### src/rtl/diffcal_pkg.sv
// Shared types for the differential-sensor calibration controller.
// Assumes nothing beyond a two-state operating mode.
package diffcal_pkg;

    typedef enum logic {
        CAL_STARTUP = 1'b0,
        CAL_RUNNING = 1'b1
    } cal_mode_e;

endpackage

### src/rtl/dsc_peak_track.sv
// Tracks the running maximum and minimum of the sample stream since the
// last restart. nmax/nmin combine the stored range with the present
// sample, so callers see the range including the sample on the bus.
// Assumes restart has priority over a coincident valid sample.
module dsc_peak_track #(
    parameter int SMP_W = 12
) (
    input  logic                    clk,
    input  logic                    rst_n,
    input  logic                    vld,
    input  logic                    restart,
    input  logic signed [SMP_W-1:0] smp,
    output logic signed [SMP_W-1:0] nmax,
    output logic signed [SMP_W-1:0] nmin
);

    logic                    have_q;
    logic signed [SMP_W-1:0] max_q;
    logic signed [SMP_W-1:0] min_q;

    // Range including the present sample; an empty tracker takes the sample alone.
    always_comb begin
        if (!have_q) begin
            nmax = smp;
            nmin = smp;
        end else begin
            nmax = (smp > max_q) ? smp : max_q;
            nmin = (smp < min_q) ? smp : min_q;
        end
    end

    // Store the range on each valid sample, empty it on restart.
    always_ff @(posedge clk) begin
        if (!rst_n) begin
            have_q <= 1'b0;
            max_q  <= '0;
            min_q  <= '0;
        end else if (restart) begin
            have_q <= 1'b0;
        end else if (vld) begin
            have_q <= 1'b1;
            max_q  <= nmax;
            min_q  <= nmin;
        end
    end

    // a cycle without a sample leaves the stored range untouched
    a_r10_range_hold: assert property (@(posedge clk) disable iff (!rst_n)
        (!vld && !restart) |=> ($stable(max_q) && $stable(min_q) && $stable(have_q)));

    // a restart always leaves the tracker empty
    a_r9_restart_empties: assert property (@(posedge clk) disable iff (!rst_n)
        restart |=> !have_q);

endmodule

### src/rtl/dsc_sw_decide.sv
// Decides the output level. In startup it detects transitions of the raw
// signal against the tracked peaks. In running mode it follows the
// comparator. Both paths require the tracked range to exceed MIN_SWING.
// Assumes nmax >= smp >= nmin, as supplied by the peak tracker.
module dsc_sw_decide #(
    parameter int SMP_W     = 12,
    parameter int MIN_SWING = 64
) (
    input  logic                    clk,
    input  logic                    rst_n,
    input  logic                    vld,
    input  logic                    running,
    input  logic                    cmp_in,
    input  logic signed [SMP_W-1:0] smp,
    input  logic signed [SMP_W-1:0] nmax,
    input  logic signed [SMP_W-1:0] nmin,
    output logic                    out,
    output logic                    rise,
    output logic                    fall
);

    localparam int DW = SMP_W + 1;
    localparam logic signed [DW-1:0] THR = DW'(MIN_SWING);

    logic signed [DW-1:0] up_d;
    logic signed [DW-1:0] dn_d;
    logic signed [DW-1:0] swing_d;
    logic                 wide;

    // Distances of the sample from the tracked peaks and the full range.
    always_comb begin
        up_d    = DW'(smp)  - DW'(nmin);
        dn_d    = DW'(nmax) - DW'(smp);
        swing_d = DW'(nmax) - DW'(nmin);
        wide    = swing_d > THR;
    end

    // Edge decision per mode; only valid samples may switch.
    always_comb begin
        if (running) begin
            rise = vld && !out && cmp_in && wide;
            fall = vld && out && !cmp_in && wide;
        end else begin
            rise = vld && !out && (up_d > THR);
            fall = vld && out && (dn_d > THR);
        end
    end

    // Output register, high after reset.
    always_ff @(posedge clk) begin
        if (!rst_n)
            out <= 1'b1;
        else if (rise)
            out <= 1'b1;
        else if (fall)
            out <= 1'b0;
    end

    // no sample, no output change
    a_r10_no_sample_hold: assert property (@(posedge clk) disable iff (!rst_n)
        !vld |=> $stable(out));

    // a narrow range never toggles the output
    a_r3_small_swing_hold: assert property (@(posedge clk) disable iff (!rst_n)
        (vld && (swing_d <= THR)) |=> $stable(out));

    // in running mode a change always lands on the comparator level
    a_r6_follows_cmp: assert property (@(posedge clk) disable iff (!rst_n)
        (vld && running) |=> ((out == $past(out)) || (out == $past(cmp_in))));

endmodule

### src/rtl/dsc_dac_accum.sv
// Latches the confirmed maximum at each fall edge and the confirmed
// minimum at each rise edge. Once both are present it adds their
// scaled mean to the DAC code with saturation, and counts refinements up
// to CAL_ITERS before entering running mode.
// Assumes SMP_W >= DAC_W and CAL_ITERS >= 1.
module dsc_dac_accum
    import diffcal_pkg::*;
#(
    parameter int SMP_W     = 12,
    parameter int DAC_W     = 10,
    parameter int CAL_ITERS = 3
) (
    input  logic                    clk,
    input  logic                    rst_n,
    input  logic                    rise,
    input  logic                    fall,
    input  logic                    recal,
    input  logic signed [SMP_W-1:0] nmax,
    input  logic signed [SMP_W-1:0] nmin,
    output logic signed [DAC_W-1:0] dac_code,
    output logic                    running
);

    localparam int SHIFT  = SMP_W - DAC_W;
    localparam int ACC_W  = SMP_W + 2;
    localparam int ITER_W = $clog2(CAL_ITERS + 1);
    localparam logic signed [ACC_W-1:0] ACC_HI = ACC_W'(2 ** (DAC_W - 1) - 1);
    localparam logic signed [ACC_W-1:0] ACC_LO = -ACC_HI - ACC_W'(1);

    cal_mode_e               mode_q;
    logic signed [SMP_W-1:0] lat_max_q;
    logic signed [SMP_W-1:0] lat_min_q;
    logic                    got_max_q;
    logic                    got_min_q;
    logic [ITER_W-1:0]       iter_q;
    logic                    upd;
    logic signed [ACC_W-1:0] sum_x;
    logic signed [ACC_W-1:0] acc;
    logic signed [DAC_W-1:0] dac_next;

    assign running = (mode_q == CAL_RUNNING);
    assign upd     = got_max_q && got_min_q && !running;

    // Scaled mean of the peak pair added to the code, clamped to the DAC range.
    always_comb begin
        sum_x = ACC_W'(lat_max_q) + ACC_W'(lat_min_q);
        acc   = ACC_W'(dac_code) + (sum_x >>> (SHIFT + 1));
        if (acc > ACC_HI)
            dac_next = DAC_W'(ACC_HI);
        else if (acc < ACC_LO)
            dac_next = DAC_W'(ACC_LO);
        else
            dac_next = DAC_W'(acc);
    end

    // Peak confirmation flags and latches; update clears, new edges set.
    always_ff @(posedge clk) begin
        if (!rst_n) begin
            got_max_q <= 1'b0;
            got_min_q <= 1'b0;
            lat_max_q <= '0;
            lat_min_q <= '0;
        end else if (recal) begin
            got_max_q <= 1'b0;
            got_min_q <= 1'b0;
        end else begin
            got_max_q <= (got_max_q && !upd) || (fall && !running);
            got_min_q <= (got_min_q && !upd) || (rise && !running);
            if (fall && !running) lat_max_q <= nmax;
            if (rise && !running) lat_min_q <= nmin;
        end
    end

    // DAC code refinement, iteration count and mode change.
    always_ff @(posedge clk) begin
        if (!rst_n) begin
            dac_code <= '0;
            iter_q   <= '0;
            mode_q   <= CAL_STARTUP;
        end else if (upd && !recal) begin
            dac_code <= dac_next;
            iter_q   <= iter_q + ITER_W'(1);
            if (iter_q == ITER_W'(CAL_ITERS - 1))
                mode_q <= CAL_RUNNING;
        end
    end

    // running mode freezes the code
    a_r7_dac_frozen: assert property (@(posedge clk) disable iff (!rst_n)
        running |=> $stable(dac_code));

    // running mode is sticky
    a_r5_mode_sticky: assert property (@(posedge clk) disable iff (!rst_n)
        running |=> running);

    // the code moves only once a full peak pair has been confirmed
    a_r4_needs_pair: assert property (@(posedge clk) disable iff (!rst_n)
        !(got_max_q && got_min_q) |=> $stable(dac_code));

    // the iteration count never passes its limit
    a_r5_iter_bound: assert property (@(posedge clk) disable iff (!rst_n)
        iter_q <= ITER_W'(CAL_ITERS));

endmodule

### src/rtl/dsc_recal_timer.sv
// Counts clocks since the last output edge and emits a one-cycle
// recalibration pulse after PERIOD clocks without an edge.
// Assumes PERIOD >= 2.
module dsc_recal_timer #(
    parameter int PERIOD = 1045200
) (
    input  logic clk,
    input  logic rst_n,
    input  logic sw_edge,
    output logic recal
);

    localparam int CNT_W = $clog2(PERIOD);

    logic [CNT_W-1:0] cnt_q;
    logic             term;

    assign term  = (cnt_q == CNT_W'(PERIOD - 1));
    assign recal = term && !sw_edge;

    // Reload on an edge or at the end of a period, otherwise count.
    always_ff @(posedge clk) begin
        if (!rst_n)
            cnt_q <= '0;
        else if (sw_edge || term)
            cnt_q <= '0;
        else
            cnt_q <= cnt_q + CNT_W'(1);
    end

    // the count stays inside one period
    a_r8_count_bound: assert property (@(posedge clk) disable iff (!rst_n)
        cnt_q < CNT_W'(PERIOD));

    // an output edge always restarts the count
    a_r9_edge_reload: assert property (@(posedge clk) disable iff (!rst_n)
        sw_edge |=> (cnt_q == '0));

endmodule

### src/rtl/diffsense_cal_ctrl.sv
// Top level of the differential-sensor calibration controller. It joins the
// peak tracker, the output decision, the DAC code accumulator and the
// recalibration watchdog. Default RECAL_CYCLES is 780 ms of a 1.34 MHz clock.
// Assumes smp_data and cmp_in are meaningful only while smp_vld is high.
module diffsense_cal_ctrl #(
    parameter int SMP_W       = 12,
    parameter int DAC_W       = 10,
    parameter int CAL_ITERS   = 3,
    parameter int MIN_SWING   = 64,
    parameter int RECAL_CYCLES = 1045200
) (
    input  logic                    clk,
    input  logic                    rst_n,
    input  logic                    smp_vld,
    input  logic signed [SMP_W-1:0] smp_data,
    input  logic                    cmp_in,
    output logic signed [DAC_W-1:0] dac_code,
    output logic                    run_mode,
    output logic                    sense_out
);

    logic signed [SMP_W-1:0] nmax;
    logic signed [SMP_W-1:0] nmin;
    logic                    rise;
    logic                    fall;
    logic                    recal;
    logic                    sw_edge;

    assign sw_edge = rise || fall;

    dsc_peak_track #(.SMP_W(SMP_W)) u_peak (
        .clk     (clk),
        .rst_n   (rst_n),
        .vld     (smp_vld),
        .restart (sw_edge || recal),
        .smp     (smp_data),
        .nmax    (nmax),
        .nmin    (nmin)
    );

    dsc_sw_decide #(.SMP_W(SMP_W), .MIN_SWING(MIN_SWING)) u_decide (
        .clk     (clk),
        .rst_n   (rst_n),
        .vld     (smp_vld),
        .running (run_mode),
        .cmp_in  (cmp_in),
        .smp     (smp_data),
        .nmax    (nmax),
        .nmin    (nmin),
        .out     (sense_out),
        .rise    (rise),
        .fall    (fall)
    );

    dsc_dac_accum #(.SMP_W(SMP_W), .DAC_W(DAC_W), .CAL_ITERS(CAL_ITERS)) u_accum (
        .clk      (clk),
        .rst_n    (rst_n),
        .rise     (rise),
        .fall     (fall),
        .recal    (recal),
        .nmax     (nmax),
        .nmin     (nmin),
        .dac_code (dac_code),
        .running  (run_mode)
    );

    dsc_recal_timer #(.PERIOD(RECAL_CYCLES)) u_timer (
        .clk     (clk),
        .rst_n   (rst_n),
        .sw_edge (sw_edge),
        .recal   (recal)
    );

    // a recalibration keeps output, mode and code where they were
    a_r8_recal_locks: assert property (@(posedge clk) disable iff (!rst_n)
        recal |=> ($stable(sense_out) && $stable(run_mode) && $stable(dac_code)));

    // the first cycle after reset shows the reset state
    a_r1_reset_state: assert property (@(posedge clk)
        !rst_n |=> (sense_out && !run_mode && (dac_code == '0)));

endmodule

### config.mk
export PLATFORM = sky130hd
export DESIGN_NAME = diffsense_cal_ctrl
export DESIGN_NICKNAME = d
export VERILOG_FILES = /design/src/rtl/diffcal_pkg.sv /design/src/rtl/dsc_peak_track.sv /design/src/rtl/dsc_sw_decide.sv /design/src/rtl/dsc_dac_accum.sv /design/src/rtl/dsc_recal_timer.sv /design/src/rtl/diffsense_cal_ctrl.sv
export SDC_FILE = /design/constraint.sdc
export NUM_CORES = 1
export LEC_CHECK = 0
export ABC_AREA = 0
export BUFFER_PORTS_ARGS = -buffer_cell sky130_fd_sc_hd__buf_2
export CAP_MARGIN = 20
export CELL_PAD_IN_SITES_DETAIL_PLACEMENT = 1
export CELL_PAD_IN_SITES_GLOBAL_PLACEMENT = 2
export CORE_ASPECT_RATIO = 0.8
export CORE_MARGIN = 2
export CORE_UTILIZATION = 36
export DETAILED_ROUTE_END_ITERATION = 8
export PLACE_DENSITY = 0.82
export SYNTH_ARGS = -nofsm -noshare
export SYNTH_HDL_FRONTEND = slang
export SYNTH_HIERARCHICAL = 1
export SYNTH_SLANG_ARGS = --single-unit
export TNS_END_PERCENT = 5
### constraint.sdc
create_clock -name clk -period 5.16 [get_ports clk]
set_input_delay 0.258 -clock clk [delete_from_list [all_inputs] [get_ports clk]]
set_output_delay 0.258 -clock clk [all_outputs]
set_load 0.02 [all_outputs]
==> out/metrics.yaml, run 1 <==
status: "finished, violations left"
violations: "setup timing"
grt_usage_pct: 23.3
antenna_found_initial: 1
io_buffers: 27
worstPathArrival_ns: 5.63
end_kind: "flop"
yosys_warnings: 6
placed_area_um2: 8800
critPathLaunch: "u_peak/max_q[1]$_SDFFE_PN0P_"
pre_cts_ws_ns: -0.594
start_util_pct: 36.6
place_inst: 1270
avgSynthCellArea_um2: 8.52
place_hpwl_mm: 18.2
core_um2: 19800
switchingPower_mw: 0.968
area_growth_pct: 35.8
vias: 7164
hold_start: "smp_vld"
diodes: 0
drt_iter0_markers: 271
hold_viol_final: 0
rows: 46
combinationalPowerShare_pct: 46.2
layout_commonest_cell: "buf_4"
rsz0062_at_grt: "yes"
antenna_left: 0
clockBufferDepth: 2
routed_via_density: 5.45
tightest_slew_ns: 0.777
ys_types: 82
cts_inserted_buffers: 9
die_w_um: 163
slew_headroom_pct: 48.2
wl_met2_mm: 11.5
path_max_fanout: 8
grt_overflow: 0
routed.top_layer: "met5"
fin_util_pct: 49.7
layout_min_cycle_time_ns: 5.40
grt_max_degree: 54
worst_setup_path_start_kind: "flop"
fin_skew_ns: 0.0110
sequentialPowerShare_pct: 27.4
p_sw_share_pct: 36.2
clock.fmax_mhz: 185
stdcell_count: 1315
gp_congestion: 0.925
setup_viol: 61
drc: 0
p_clk_share_pct: 26.4
p_leak_nw: 4.29
synth-seq-area-share_pct: 23.5
pin_count: 28
timing.final.crit_share_pct: 105
clock-sinks: 85
grt_pass1_vias: 7337
layout_common_cells: "159 x buf_4, 77 x dfxtp_1, 70 x nand2_1, 68 x ha_1, 64 x inv_1"
ys.flop_type: "dfxtp_1"
fp.dieH_um: 131
holdWs_ns: 0.316
wl_per_cell_um: 19.2
syn_nets: 953
path_class: "flop to flop"
drive_above_1_share_pct: 32.7
clock-root-buffer: "clkbuf_16"
nFillCells: 2340
final_nets: 1149
wl_met3_mm: 1.16
hp-class: "input pin to flop"
tns_ns: -8.54
drt_pass1_iterations: 5
ys_seq_elements: 85
report.final.slew_viol_count: 0
total_power_mw: 2.67
vdd_ir_drop_max_mv: 0.161
htree_levels: 3
synth-edff-count: 0
wl_met1_mm: 12.1
grt_pass1_wl_mm: 38.8
r2r-start: "u_peak/max_q[1]$_SDFFE_PN0P_"
critPathRequiredTime_ns: 5.39
dieArea_um2: 21300
cts_tree: "done"
clkLatencyLatePin_ns: 0.35
routed_wl_mm: 25.2
power_density_nw_per_um2: 272
p_int_mw: 1.71
final_area_um2: 9840
async_flop_share_pct: 0
synth_area_um2: 7240
cap_violations: 0
path_clk_slew_ns: 0.07
worst_slack_ns: -0.242
syn_inst: 850
[layout make-up]
cell class,count,area (µm²),area share [%]
tap,264,330,3.36
inverter,72,278,2.82
clock inverter,6,73.8,0.750
clock buffer,10,239,2.43
timing repair buffer,202,1550,15.8
sequential,85,1710,17.4
multi-input combinational,676,5650,57.5
[worst max-delay path, cell delays in order (launching register included)]
cell and delay [ns]:
dfxtp_2 0.34, inv_2 0.04, ha_4 0.26, nor2b_4 0.13, o211ai_1 0.17, a211o_1 0.34, o211ai_2 0.10, nand2_4 0.15
buf_6 0.15, mux2_4 0.32, ha_4 0.23, a21o_1 0.18, a31o_1 0.22, o211ai_1 0.30, a21oi_1 0.14, or2_4 0.26
a211o_1 0.28, o211a_1 0.23, a21o_1 0.17, or2_1 0.22, and4b_4 0.36, or3_4 0.16, nor2b_4 0.05, o211a_4 0.15
buf_12 0.15, mux2i_2 0.14
[state kept, by name (all words and copies together), names as in the netlist, 2 cells and up]
signal,flops
u_peak/min_q,12
u_accum/iter_q,2
u_timer/cnt_q,20
u_peak/max_q,12
u_accum/lat_min_q,12
u_accum/dac_code,10
u_accum/lat_max_q,12
[cell usage after synthesis, types with 8 or more instances]
cell type	number	area share, %
a21o_1	15	1.6
a21oi_1	35	2.4
a31oi_1	14	1.2
clkbuf_1	10	0.52
dfxtp_1	85	23
ha_1	83	14
inv_1	72	3.7
mux2_2	16	2.5
mux2_4	10	2.1
mux2i_1	55	7.6
nand2_1	73	3.8
nand2b_1	19	1.6
nand3_1	13	0.90
nand4_1	12	1.0
nor2_1	51	2.6
nor2b_1	42	3.6
nor3b_1	8	0.83
o211ai_1	18	1.9
o21ai_0	47	3.2
or3_1	11	0.95
xnor2_1	30	3.6
xor2_1	10	1.2
[layer usage]
| metal | vias up | track usage [%] |
|---|---|---|
| met5 | - | 0 |
| met4 | 2 | 6.14 |
| met3 | 26 | 4.92 |
| met2 | 125 | 38.0 |
| met1 | 3538 | 31.5 |
| li1 | 3473 | - |
[timing repair]
| item | 4_1_cts | 5_1_grt |
|---|---|---|
| buffers inserted | 13 | 16 |
| hold buffers | 0 | 0 |
| resized for setup | 65 | 55 |
| cloned | 3 | 0 |
| pin swaps | 37 | 33 |
| endpoints found under the setup margin | 65 | 77 |
[logic make-up after synthesis]
| kind of cell | synth area share (%) |
|---|---|
| multiplexers | 12.2 |
| AO/OA/AOI/OAI | 18.0 |
| flip-flops | 23.5 |
| buffers and inverters | 5.42 |
| AND/OR/NAND/NOR | 20.6 |
| XOR/XNOR | 4.84 |
| adder cells (fa/ha/maj) | 15.4 |
[power groups by stage]
stage | sequential [mW] | clock [mW] | combinational [mW]
after floorplan | 0.741 | 0 | 0.626
after global placement | 0.742 | 0 | 1.02
after detailed placement | 0.744 | 0 | 1.04
after CTS | 0.730 | 0.724 | 1.13
after global routing | 0.737 | 0.751 | 1.33
final | 0.733 | 0.705 | 1.23
[final timing paths]
check / end / slack, ns / cells past startpoint
worst max register to register: u_peak/min_q[2]$_SDFFE_PN0P_ / -0.24 / 25
worst max-delay path: u_peak/min_q[2]$_SDFFE_PN0P_ / -0.24 / 25
worst min register to register: u_timer/cnt_q[0]$_SDFF_PP0_ / 0.49 / 1
worst min-delay path: u_peak/have_q$_SDFFE_PP0P_ / 0.32 / 3
Note: power is estimated with default switching activity, not from simulation.
==> run 2: changes to the inputs <==
--- a/config.mk
+++ b/config.mk
@@ -10,11 +10,11 @@
 export CAP_MARGIN = 20
 export CELL_PAD_IN_SITES_DETAIL_PLACEMENT = 1
 export CELL_PAD_IN_SITES_GLOBAL_PLACEMENT = 2
-export CORE_ASPECT_RATIO = 0.8
+export CORE_ASPECT_RATIO = 1.2
 export CORE_MARGIN = 2
 export CORE_UTILIZATION = 36
 export DETAILED_ROUTE_END_ITERATION = 8
-export PLACE_DENSITY = 0.82
+export PLACE_DENSITY_LB_ADDON = 0.1
 export SYNTH_ARGS = -nofsm -noshare
 export SYNTH_HDL_FRONTEND = slang
 export SYNTH_HIERARCHICAL = 1
==> run 2 against run 1 <==
The flow still finishes with violations (setup timing). Sequential power about the same. Critical path depth decreased by 1. Critical endpoint is now u_peak/min_q[9]$_SDFFE_PN0P_. Clock power increased by 12%. Combinational power about the same. Register-to-register slack improved by 0.07 ns.
==> out/metrics.yaml, run 2 (synthesized netlist as in run 1, its figures left out) <==
clockBufferDepth: 2  # unchanged
reg2reg_to: "u_peak/min_q[9]$_SDFFE_PN0P_"
critPathLaunch: "u_peak/min_q[6]$_SDFFE_PN0P_"
io_buffers: 27  # unchanged
grt_overflow: 0  # unchanged
end_kind: "flop"
pin_count: 28  # unchanged
rows: 56  # +22%
htree_levels: 3  # unchanged
grt_pass1_vias: 7423  # +1.2%
report.final.slew_viol_count: 0  # unchanged
final_nets: 1140  # -0.78%
status: "finished, violations left"
worst_slack_ns: -0.169  # +0.0723 ns
path_class: "flop to flop"
drt_pass1_iterations: 4  # -1
final_area_um2: 9890  # +0.53%
layout_min_cycle_time_ns: 5.33  # -0.0723 ns
placed_area_um2: 8770  # -0.36%
dieArea_um2: 21300  # about the same
path_clk_slew_ns: 0.07  # about the same
die_w_um: 133  # -18%
power_density_nw_per_um2: 276  # +1.6%
reg2reg_depth: 24  # -4.0%
rsz0062_at_grt: "yes"
cts_tree: "done"
p_int_mw: 1.79  # +4.9%
critPathRequiredTime_ns: 5.42  # +0.03 ns
clock-sinks: 85  # unchanged
tightest_slew_ns: 0.742  # -0.0351 ns
path_max_fanout: 6  # -2
diodes: 0  # unchanged
worstPathArrival_ns: 5.59  # -0.04 ns
timing.final.crit_share_pct: 103  # -1.4 points
core_um2: 19600  # -0.91%
antenna_left: 0  # unchanged
place_hpwl_mm: 17.9  # -1.5%
largest_reg_flops: 20  # unchanged
grt_max_degree: 78  # +44%
grt_pass1_wl_mm: 37.3  # -3.9%
layout_commonest_cell: "buf_4"
layout_common_cells: "158 x buf_4, 73 x dfxtp_1, 68 x nand2_1, 62 x ha_1, 61 x inv_1"
p_clk_share_pct: 29.0  # +2.6 points
clock-root-buffer: "clkbuf_16"
switchingPower_mw: 0.941  # -2.7%
cp-endpoint: "u_peak/min_q[9]$_SDFFE_PN0P_"
clock.fmax_mhz: 188  # +1.4%
clkLatencyLatePin_ns: 0.35  # about the same
area_growth_pct: 36.5
routed_wl_mm: 23.0  # -8.6%
r2r-start: "u_peak/min_q[6]$_SDFFE_PN0P_"
grt_usage_pct: 21.6  # -1.7 points
fp.dieH_um: 159  # +22%
violations: "setup timing"
vdd_ir_drop_max_mv: 0.149  # -7.1%
largest_register: "u_timer/cnt_q"
tns_ns: -4.13  # +4.41 ns
worst_setup_path_start_kind: "flop"
setup_viol: 61  # unchanged
combinationalPowerShare_pct: 44.2  # -2.0 points
slew_headroom_pct: 50.6  # +2.3 points
hold_viol_final: 0  # unchanged
p_leak_nw: 4.31  # +0.51%
hp-class: "input pin to flop"
start_util_pct: 36.9  # +0.34 points
p_sw_share_pct: 34.5  # -1.7 points
wl_per_cell_um: 17.7  # -7.8%
sequentialPowerShare_pct: 26.8  # -0.6 points
antenna_found_initial: 0  # -1
gp_congestion: 0.873  # -5.6%
drc: 0  # unchanged
nFillCells: 2324  # -0.68%
r2r_slack_ns: -0.17  # +0.07 ns
cts_inserted_buffers: 9  # unchanged
drive_above_1_share_pct: 34.3  # +1.5 points
drt_iter0_markers: 240  # -11%
vias: 6880  # -4.0%
cap_violations: 0  # unchanged
routed_via_density: 5.28  # -3.1%
fin_skew_ns: 0.0119  # +0.000903 ns
hold_buffers: 0  # unchanged
==> run 2: cell count changes in the layout (fill, tap and decap cells not counted), sizes merged <==
cell    delta
nor4       -3
clkinv     -1
buf        -7
bufinv     +2
==> run 2: layout make-up <==
type	instances	area (µm²)	share of cell area, %
clock buffers	9	225	2.28
clock inverters	7	128	1.29
inverters	72	273	2.76
multi-input cells	673	5720	57.9
flip-flops and latches	85	1720	17.4
well taps	261	327	3.30
repair buffers	196	1500	15.1
==> run 2: power by group through the flow <==
stage	Sequential, mW	Clock [mW]	Combinational, mW
CTS	0.731	0.815	1.13
global placement	0.741	0	1.00
finish	0.733	0.791	1.21
detailed placement	0.744	0	1.04
floorplan	0.741	0	0.626
global route	0.739	0.844	1.32
==> run 2: routing by layer <==
metal | GRT usage (%) | vias up | wire [µm]
met4 | 6.43 | 0 | 493
met5 | 0 | - | 0
li1 | - | 3424 | -
met1 | 25.6 | 3356 | 9920
met2 | 40.5 | 68 | 12200
met3 | 2.52 | 32 | 417
==> run 2: worst max-delay path, cell delays in order, from the launching register on <==
cell and delay, ns:
dfxtp_2 0.34, inv_1 0.05, ha_1 0.30, nand2_2 0.08, nor2_2 0.15, o2111ai_4 0.14
a21o_1 0.24, o21ai_4 0.14, mux2_4 0.37, ha_4 0.17, fa_2 0.38, xor2_1 0.18
o2111ai_1 0.12, a311o_2 0.33, a211oi_2 0.16, o211ai_1 0.15, a211o_1 0.28, o211a_1 0.23
a21o_1 0.17, buf_6 0.12, or3_4 0.41, nor2b_4 0.15, o211a_1 0.21, buf_6 0.16
mux2i_1 0.22
==> run 2: repair_timing <==
item                       in CTS  in global routing
setup buffers                  10                 13
pin swaps                      42                 25
gates resized for setup        76                 52
setup endpoints to repair      83                 83
gates cloned                    0                  1
==> run 2: worst min path at each step <==
stage,startpoint,end,depth (start not counted)
3_5_place_dp,u_timer/cnt_q[0]$_SDFF_PP0_,u_timer/cnt_q[0]$_SDFF_PP0_,1
6_report,smp_vld,u_peak/have_q$_SDFFE_PP0P_,3
2_1_floorplan,rst_n,u_decide/out$_SDFFE_PP1P_,1
4_1_cts,smp_vld,u_peak/have_q$_SDFFE_PP0P_,3
3_3_place_gp,u_timer/cnt_q[0]$_SDFF_PP0_,u_timer/cnt_q[0]$_SDFF_PP0_,1
5_1_grt,smp_vld,u_peak/have_q$_SDFFE_PP0P_,3
==> run 2: per-stage QoR <==
step,power [mW],hold slack [ns],utilization [%],instances,setup WS (ns)
CTS,2.68,0.235,48.6,1289,-0.196
global route,2.90,0.310,50.4,1303,-0.336
floorplan,1.37,0.353,-,850,0.0288
global placement,1.75,0.451,44.7,1265,-0.440
detailed placement,1.78,0.467,44.7,1265,-0.589
finish,2.73,0.290,50.4,1303,-0.169
